`config.mk`:
```
export PLATFORM = sky130hd
export DESIGN_NAME = aux_adc_seq
export DESIGN_NICKNAME = d
export VERILOG_FILES = /design/src/rtl/aux_adc_pkg.sv /design/src/rtl/aux_adc_clkdiv.sv /design/src/rtl/aux_adc_sar_core.sv /design/src/rtl/aux_adc_serializer.sv /design/src/rtl/aux_adc_seq.sv
export SDC_FILE = /design/constraint.sdc
export NUM_CORES = 1
export LEC_CHECK = 0
export BUFFER_PORTS_ARGS = -buffer_cell sky130_fd_sc_hd__buf_4
export CELL_PAD_IN_SITES_DETAIL_PLACEMENT = 1
export CELL_PAD_IN_SITES_GLOBAL_PLACEMENT = 1
export CORE_MARGIN = 1
export CORE_UTILIZATION = 25
export DETAILED_ROUTE_END_ITERATION = 7
export GPL_TIMING_DRIVEN = 0
export PLACE_DENSITY = 0.56
export SYNTH_ARGS = -nofsm -noshare
export SYNTH_HDL_FRONTEND = slang
export SYNTH_SLANG_ARGS = --single-unit
```
`constraint.sdc`:
```
create_clock -name clk -period 6.36 [get_ports clk]
set_clock_uncertainty 0.2 [all_clocks]
set_input_delay 0.954 -clock clk [delete_from_list [all_inputs] [get_ports clk]]
set_output_delay 0.954 -clock clk [all_outputs]
set_load 0.005 [all_outputs]
```
`src/rtl/aux_adc_pkg.sv`:
```
// Package: shared widths, the mode word layout and the averaging decode.
// Assumes an 11-bit mode word whose field positions are fixed by software.
package aux_adc_pkg;
    localparam int RES_W       = 10;
    localparam int AVG_CODE_W  = 3;
    localparam int DIV_CODE_W  = 3;
    localparam int MAX_AVG_LOG = 5;
    localparam int MODE_W      = 1 + DIV_CODE_W + AVG_CODE_W + 2 + 1 + 1;
    localparam int LOG_W       = $clog2(MAX_AVG_LOG + 1);

    // Mode word, MSB first: serial enable, divider, averaging, selector, reference, start
    typedef struct packed {
        logic                  ser_en;
        logic [DIV_CODE_W-1:0] div_code;
        logic [AVG_CODE_W-1:0] avg_code;
        logic [1:0]            mux;
        logic                  ref_sel;
        logic                  start;
    } mode_t;

    // Averaging code to log2(count); codes above the maximum saturate
    function automatic logic [LOG_W-1:0] avg_log2(input logic [AVG_CODE_W-1:0] code);
        if (int'(code) > MAX_AVG_LOG) return LOG_W'(MAX_AVG_LOG);
        return LOG_W'(code);
    endfunction
endpackage

```
`src/rtl/aux_adc_clkdiv.sv`:
```
// Conversion clock divider: emits a one-cycle tick every 2^div_code enabled cycles.
// Assumes div_code is held stable while en is high; clear restarts the count.
module aux_adc_clkdiv #(
    parameter int DIV_CODE_W = 3
) (
    input  logic                  clk,
    input  logic                  rst_n,
    input  logic                  en,
    input  logic                  clear,
    input  logic [DIV_CODE_W-1:0] div_code,
    output logic                  tick
);
    localparam int CNT_W = (1 << DIV_CODE_W) - 1;

    logic [CNT_W-1:0] cnt;
    logic [CNT_W-1:0] limit;

    // Terminal count for the selected ratio
    always_comb begin
        limit = CNT_W'((32'd1 << div_code) - 32'd1);
        tick  = en && (cnt == limit);
    end

    // Cycle counter, restarted by clear and wrapped at the terminal count
    always_ff @(posedge clk) begin
        if (!rst_n || clear) begin
            cnt <= '0;
        end else if (en) begin
            cnt <= tick ? '0 : cnt + 1'b1;
        end
    end

    // every run starts its tick spacing from a zero count
    a_r5_div_starts_at_zero: assert property (@(posedge clk) disable iff (!rst_n)
        $rose(en) |-> (cnt == '0));
endmodule

```
`src/rtl/aux_adc_sar_core.sv`:
```
// Bit sequencer and averager: 12 ticks per conversion (sample, RES_W bits, load),
// accumulates 2^avg_log conversions and latches the floor of the mean.
// Assumes avg_log is held stable from clear until last_tick.
module aux_adc_sar_core #(
    parameter int RES_W       = 10,
    parameter int MAX_AVG_LOG = 5,
    parameter int LOG_W       = 3
) (
    input  logic             clk,
    input  logic             rst_n,
    input  logic             clear,
    input  logic             tick,
    input  logic             cmp_bit,
    input  logic [LOG_W-1:0] avg_log,
    output logic             last_tick,
    output logic [RES_W-1:0] result
);
    localparam int EDGES  = RES_W + 2;
    localparam int EDGE_W = $clog2(EDGES);
    localparam int CONV_W = MAX_AVG_LOG + 1;
    localparam int ACC_W  = RES_W + MAX_AVG_LOG;
    localparam logic [EDGE_W-1:0] LOAD_EDGE = EDGE_W'(EDGES - 1);

    logic [EDGE_W-1:0] edge_cnt;
    logic [CONV_W-1:0] conv_cnt;
    logic [CONV_W-1:0] last_conv;
    logic [RES_W-1:0]  code;
    logic [ACC_W-1:0]  acc;
    logic [ACC_W-1:0]  sum_next;
    logic              load_edge;

    // Decode of the load edge and of the final conversion of the run
    always_comb begin
        last_conv = (CONV_W'(1) << avg_log) - CONV_W'(1);
        load_edge = tick && (edge_cnt == LOAD_EDGE);
        last_tick = load_edge && (conv_cnt == last_conv);
        sum_next  = acc + ACC_W'(code);
    end

    // Edge position within the current conversion
    always_ff @(posedge clk) begin
        if (!rst_n || clear) begin
            edge_cnt <= '0;
        end else if (tick) begin
            edge_cnt <= load_edge ? '0 : edge_cnt + 1'b1;
        end
    end

    // Successive-approximation code: cleared on sample, one decision per bit edge
    always_ff @(posedge clk) begin
        if (!rst_n) begin
            code <= '0;
        end else if (tick) begin
            if (edge_cnt == '0) begin
                code <= '0;
            end else begin
                for (int i = 0; i < RES_W; i++) begin
                    if (edge_cnt == EDGE_W'(RES_W - i)) code[i] <= cmp_bit;
                end
            end
        end
    end

    // Running sum and conversion count across the averaged run
    always_ff @(posedge clk) begin
        if (!rst_n || clear) begin
            acc      <= '0;
            conv_cnt <= '0;
        end else if (load_edge) begin
            if (last_tick) begin
                acc      <= '0;
                conv_cnt <= '0;
            end else begin
                acc      <= sum_next;
                conv_cnt <= conv_cnt + 1'b1;
            end
        end
    end

    // Averaged result, latched on the final load edge
    always_ff @(posedge clk) begin
        if (!rst_n) begin
            result <= '0;
        end else if (last_tick) begin
            result <= RES_W'(sum_next >> avg_log);
        end
    end

    // the conversion count never passes the count selected at start
    a_r7_conv_within_count: assert property (@(posedge clk) disable iff (!rst_n)
        conv_cnt <= last_conv);
    // the edge position stays inside one 12-edge conversion
    a_r6_edge_in_range: assert property (@(posedge clk) disable iff (!rst_n)
        edge_cnt <= LOAD_EDGE);
endmodule

```
`src/rtl/aux_adc_serializer.sv`:
```
// Result serializer: when enabled at load, shifts RES_W bits out MSB first,
// one per system clock, with a qualifier.
module aux_adc_serializer #(
    parameter int RES_W = 10
) (
    input  logic             clk,
    input  logic             rst_n,
    input  logic             load,
    input  logic             enable,
    input  logic [RES_W-1:0] data,
    output logic             sdo,
    output logic             sdo_valid
);
    localparam int CNT_W = $clog2(RES_W + 1);

    logic [RES_W-1:0] shreg;
    logic [CNT_W-1:0] remaining;

    // Shift register and bit counter
    always_ff @(posedge clk) begin
        if (!rst_n) begin
            shreg     <= '0;
            remaining <= '0;
        end else if (load && enable) begin
            shreg     <= data;
            remaining <= CNT_W'(RES_W);
        end else if (remaining != '0) begin
            shreg     <= shreg << 1;
            remaining <= remaining - 1'b1;
        end
    end

    // Output taps
    always_comb begin
        sdo       = shreg[RES_W-1];
        sdo_valid = (remaining != '0);
    end

    // an enabled load presents the MSB in the following cycle
    a_r10_msb_first: assert property (@(posedge clk) disable iff (!rst_n)
        (load && enable) |=> (sdo_valid && (sdo == $past(data[RES_W-1]))));
endmodule

```
`src/rtl/aux_adc_seq.sv`:
```
// Top: mode register with the self-clearing start bit, the start capture of the
// run fields, and the busy/done control around the divider, the bit sequencer
// and the serializer.
// Assumes one write per cycle; bit 0 of writes is ignored while busy.
module aux_adc_seq
    import aux_adc_pkg::*;
#(
    parameter int RES_BITS = RES_W,
    parameter int AVG_LOG  = MAX_AVG_LOG
) (
    input  logic                clk,
    input  logic                rst_n,
    input  logic                wr_en,
    input  logic [MODE_W-1:0]   wr_data,
    output logic [MODE_W-1:0]   mode_rd,
    input  logic                cmp_bit,
    output logic                conv_tick,
    output logic [1:0]          mux_sel,
    output logic                ref_sel,
    output logic                busy,
    output logic                done,
    output logic [RES_BITS-1:0] result,
    output logic                sdo,
    output logic                sdo_valid
);
    mode_t                 mode_q;
    mode_t                 wr_mode;
    logic                  start_ok;
    logic                  last_tick;
    logic                  snap_ser;
    logic [DIV_CODE_W-1:0] snap_div;
    logic [LOG_W-1:0]      snap_log;
    logic [1:0]            snap_mux;
    logic                  snap_ref;

    // Write decode and the start acceptance condition
    always_comb begin
        wr_mode  = mode_t'(wr_data);
        start_ok = wr_en && wr_mode.start && !busy;
    end

    // Mode register: start bit protected while busy, cleared at the end of the run
    always_ff @(posedge clk) begin
        if (!rst_n) begin
            mode_q <= '0;
        end else begin
            if (wr_en) begin
                mode_q       <= wr_mode;
                mode_q.start <= busy ? mode_q.start : wr_mode.start;
            end
            if (last_tick) mode_q.start <= 1'b0;
        end
    end

    // Run fields captured when a start is accepted
    always_ff @(posedge clk) begin
        if (!rst_n) begin
            snap_ser <= 1'b0;
            snap_div <= '0;
            snap_log <= '0;
            snap_mux <= '0;
            snap_ref <= 1'b0;
        end else if (start_ok) begin
            snap_ser <= wr_mode.ser_en;
            snap_div <= wr_mode.div_code;
            snap_log <= avg_log2(wr_mode.avg_code);
            snap_mux <= wr_mode.mux;
            snap_ref <= wr_mode.ref_sel;
        end
    end

    // Busy from the accepted start to the final load edge; done one cycle later
    always_ff @(posedge clk) begin
        if (!rst_n) begin
            busy <= 1'b0;
            done <= 1'b0;
        end else begin
            done <= last_tick;
            if (start_ok)       busy <= 1'b1;
            else if (last_tick) busy <= 1'b0;
        end
    end

    // Selector and reference: live fields while idle, captured fields during a run
    always_comb begin
        mode_rd = mode_q;
        mux_sel = busy ? snap_mux : mode_q.mux;
        ref_sel = busy ? snap_ref : mode_q.ref_sel;
    end

    aux_adc_clkdiv #(
        .DIV_CODE_W (DIV_CODE_W)
    ) u_clkdiv (
        .clk      (clk),
        .rst_n    (rst_n),
        .en       (busy),
        .clear    (start_ok),
        .div_code (snap_div),
        .tick     (conv_tick)
    );

    aux_adc_sar_core #(
        .RES_W       (RES_BITS),
        .MAX_AVG_LOG (AVG_LOG),
        .LOG_W       (LOG_W)
    ) u_sar (
        .clk       (clk),
        .rst_n     (rst_n),
        .clear     (start_ok),
        .tick      (conv_tick),
        .cmp_bit   (cmp_bit),
        .avg_log   (snap_log),
        .last_tick (last_tick),
        .result    (result)
    );

    aux_adc_serializer #(
        .RES_W (RES_BITS)
    ) u_ser (
        .clk       (clk),
        .rst_n     (rst_n),
        .load      (done),
        .enable    (snap_ser),
        .data      (result),
        .sdo       (sdo),
        .sdo_valid (sdo_valid)
    );

    // the start bit reads 1 throughout a run
    a_r1_start_bit_while_busy: assert property (@(posedge clk) disable iff (!rst_n)
        busy |-> mode_rd[0]);
    // the start bit is clear once the run ends
    a_r1_start_clears_at_end: assert property (@(posedge clk) disable iff (!rst_n)
        $fell(busy) |-> !mode_rd[0]);
    // done lasts one cycle
    a_r9_done_single: assert property (@(posedge clk) disable iff (!rst_n)
        done |=> !done);
    // done follows the end of busy
    a_r9_done_after_busy: assert property (@(posedge clk) disable iff (!rst_n)
        done |-> (!busy && $past(busy)));
    // selector and reference are frozen during a run
    a_r3_sel_frozen: assert property (@(posedge clk) disable iff (!rst_n)
        (busy && $past(busy)) |-> ($stable(mux_sel) && $stable(ref_sel)));
endmodule

```
==> impl_metrics.json <==
{
  "via_per_inst": 4.97,
  "r2r-end": "u_sar.conv_cnt[2]$_SDFFE_PP0P_",
  "ys.warnings.count": 0,
  "crit_top_cell": "clkbuf_1",
  "synth_cell_types": 66,
  "finalSetupTns_ps": 0,
  "io_buffers": 43,
  "setup_violations": 0,
  "drv_slew": 0,
  "grt_max_degree": 19,
  "final_layout_size_suffix_gt1_frac": 0.119,
  "first_pass_iters": 4,
  "p_leak_nw": 2.40,
  "synth.avg_cell_area_um2": 8.00,
  "worstPathCellList": "clkbuf_1, or3_1, ha_1, buf_2, and3_1, o21ai_0, a21oi_1, o311ai_2, clkbuf_1, inv_1, buf_4",
  "cts_root_buffer": "clkbuf_16",
  "syn_to_final_growth_pct": 18.6,
  "critPathCaptureType": "output pin",
  "die_area_um2": 20900,
  "power_density_nw_per_um2": 206,
  "rows": 51,
  "hp-class": "register to register",
  "wl_per_cell_um": 16.5,
  "finalNonFillerCells": 960,
  "gp_congestion": 0.784,
  "path_max_fanout": 10,
  "cts.repair.resized": 0,
  "synth_nets": 670,
  "die_y_um": 145,
  "start_util": 0.258,
  "clkSinkCount": 89,
  "htreeDepth": 3,
  "rsz0062_at_grt": "no",
  "io_pins": 44,
  "post-cts-setup-buffers": 0,
  "crit_path_start": "snap_div[2]$_SDFFE_PN0P_",
  "drtIter0Drc": 221,
  "die_w_um": 145,
  "path_clk_slew_ps": 70,
  "fmax_ghz": 0.216,
  "cap_violations": 0,
  "antenna_cells": 0,
  "cp.arrival_ps": 3480,
  "synth_ff_type": "dfxtp_1",
  "synth_area_um2": 5090,
  "antenna_found_initial": 0,
  "core_um2": 19700,
  "cts_tree": "built",
  "drc_errors": 0,
  "gr-usage-all-layers": 0.159,
  "crit_type": "register to output pin",
  "crit_required_ps": 5210,
  "vias": 4771,
  "max_stage_delay_ps": 560,
  "hold_viol": 0,
  "nFillCells": 2374,
  "grt_pass1_vias": 4997,
  "synth_area_leaders": "dfxtp_1 35%, mux2i_1 6.5%, a21oi_1 6.3%",
  "startpoint_type": "register",
  "r2r_start": "snap_log[1]$_SDFFE_PN0P_",
  "outcome": "complete, no violations",
  "r2r_cells": 14,
  "yosysTopAreaCell": "dfxtp_1",
  "postCtsHoldBufs": 0,
  "dp_cells": 944,
  "tightestPinTransition_ps": 1120,
  "crit_end": "conv_tick",
  "worstSkewPairLatency_ps": 360,
  "fin_crit_ps": 4630,
  "synth_edf_count": 0,
  "cts_buffers": 9,
  "yosys.area.top_type_share": 0.350,
  "syn-instance-count": 636,
  "hpwl_um": 12400,
  "reg2reg_slack_ps": 1990,
  "synth-async-reset-ratio": 0,
  "ys_seq_area_frac": 0.350,
  "clockBufferDepth": 2,
  "ant_nets": 0,
  "grt_pass1_wl_um": 25800,
  "ir_worst_vdd_uv": 125,
  "period_share": 0.729,
  "wl_um": 15800,
  "yosys_register_bits": 89,
  "grt_overflow": 0,
  "slowest_stage": "o311ai_2",
  "slew_headroom": 0.254,
  "fin_nets": 724
}
layout by cell type, fill, tap and decap left out, drive strengths merged, types with 4 or more instances in the layout:
master,count
mux2,5
or3,8
a31oi,7
o31ai,7
inv,21
clkinv,4
mux2i,33
a21oi,64
nand2,85
nand3,21
nor2b,5
nand4,6
dfxtp,89
nand2b,5
nor2,68
o211ai,7
o21a,5
buf,55
xnor2,13
clkbuf,36
o22ai,6
nand3b,10
xor2,12
nor3,8
ha,18
and3,6
a211oi,18
o21ai,31
per-stage QoR:
| step | worst slack (ps) | cell area, um2 | power (mW) | utilization | hold slack (ps) |
|---|---|---|---|---|---|
| 6_report | 1730 | 6040 | 1.24 | 0.306 | 260 |
| 5_1_grt | 1490 | 6040 | 1.30 | 0.306 | 286 |
| 4_1_cts | 1740 | 6040 | 1.26 | 0.306 | 265 |
| 3_5_place_dp | 1880 | 5750 | 0.714 | 0.291 | 254 |
| 3_3_place_gp | 1950 | 5750 | 0.711 | 0.291 | 245 |
| 2_1_floorplan | 2900 | 5090 | 0.666 | - | 233 |
worst max-delay path, delay by kind of cell (launching register included):
family | cells | cell delay [ps]
fa+ha+maj | 1 | 200
compound gates | 3 | 870
flops | 1 | 310
simple gates | 2 | 600
buf+inv | 5 | 1140
routing by layer:
layer	track usage	up-vias	wire length [um]
met5	0	-	0
met2	0.283	45	7860
met3	0.0293	8	318
met4	0.0349	0	132
li1	-	2375	-
met1	0.198	2343	7480
power breakdown:
group | switching [mW] | internal, mW
registers | 0.00618 | 0.565
clock network | 0.267 | 0.278
logic | 0.0775 | 0.0505
total | 0.351 | 0.894
cells in the mapped netlist, types with 4 or more instances:
cell type / instances
mux2_2: 5
o31ai_1: 7
nand2b_1: 5
buf_2: 4
inv_1: 16
nand3_1: 21
o21a_1: 5
nand3b_1: 10
dfxtp_1: 89
nor2b_1: 5
o211ai_1: 7
o22ai_1: 6
o21ai_0: 31
a211oi_1: 18
ha_1: 18
and3_1: 6
nand4_1: 6
or3_1: 8
xor2_1: 12
xnor2_1: 13
buf_4: 4
clkbuf_1: 27
nand2_1: 84
a21oi_1: 64
nor2_1: 68
nor3_1: 7
mux2i_1: 33
a31oi_1: 7
sequential cells by signal (all words and copies together) (netlist names):
signal / count
busy: 1
u_ser.shreg: 10
u_ser.remaining: 4
done: 1
u_sar.edge_cnt: 4
snap_ser: 1
u_sar.result: 10
snap_mux: 2
u_clkdiv.cnt: 7
u_sar.code: 10
snap_div: 3
u_sar.conv_cnt: 6
snap_ref: 1
u_sar.acc: 15
mode_rd: 11
snap_log: 3
layout make-up:
type / instances / area (um2) / area share
Clock buffer: 9 / 225 / 0.0373
Timing Repair Buffer: 43 / 323 / 0.0534
Clock inverter: 7 / 68.8 / 0.0114
Buffer: 39 / 174 / 0.0288
Sequential cell: 89 / 1780 / 0.295
Multi-Input combinational cell: 490 / 3070 / 0.508
Inverter: 18 / 67.6 / 0.0112
Tap cell: 265 / 332 / 0.0549
how the worst min path moves through the flow:
stage,depth (start not counted),slack (ps),end,start
6_report,2,260,u_sar.acc[3]$_SDFFE_PP0P_,u_sar.acc[3]$_SDFFE_PP0P_
4_1_cts,2,260,u_sar.acc[3]$_SDFFE_PP0P_,u_sar.acc[3]$_SDFFE_PP0P_
3_5_place_dp,2,250,u_sar.acc[3]$_SDFFE_PP0P_,u_sar.acc[3]$_SDFFE_PP0P_
3_3_place_gp,2,240,u_sar.acc[4]$_SDFFE_PP0P_,u_sar.acc[4]$_SDFFE_PP0P_
5_1_grt,2,290,u_sar.acc[4]$_SDFFE_PP0P_,u_sar.acc[4]$_SDFFE_PP0P_
2_1_floorplan,2,230,snap_mux[0]$_SDFFE_PN0P_,snap_mux[0]$_SDFFE_PN0P_
cell families after synthesis:
family,share of synthesized area
buf+inv,0.0474
compound gates,0.216
simple gates,0.215
fa+ha+maj,0.0482
xor+xnor,0.0430
flops,0.350
mux,0.0804
(Power assumes the default switching activity.)
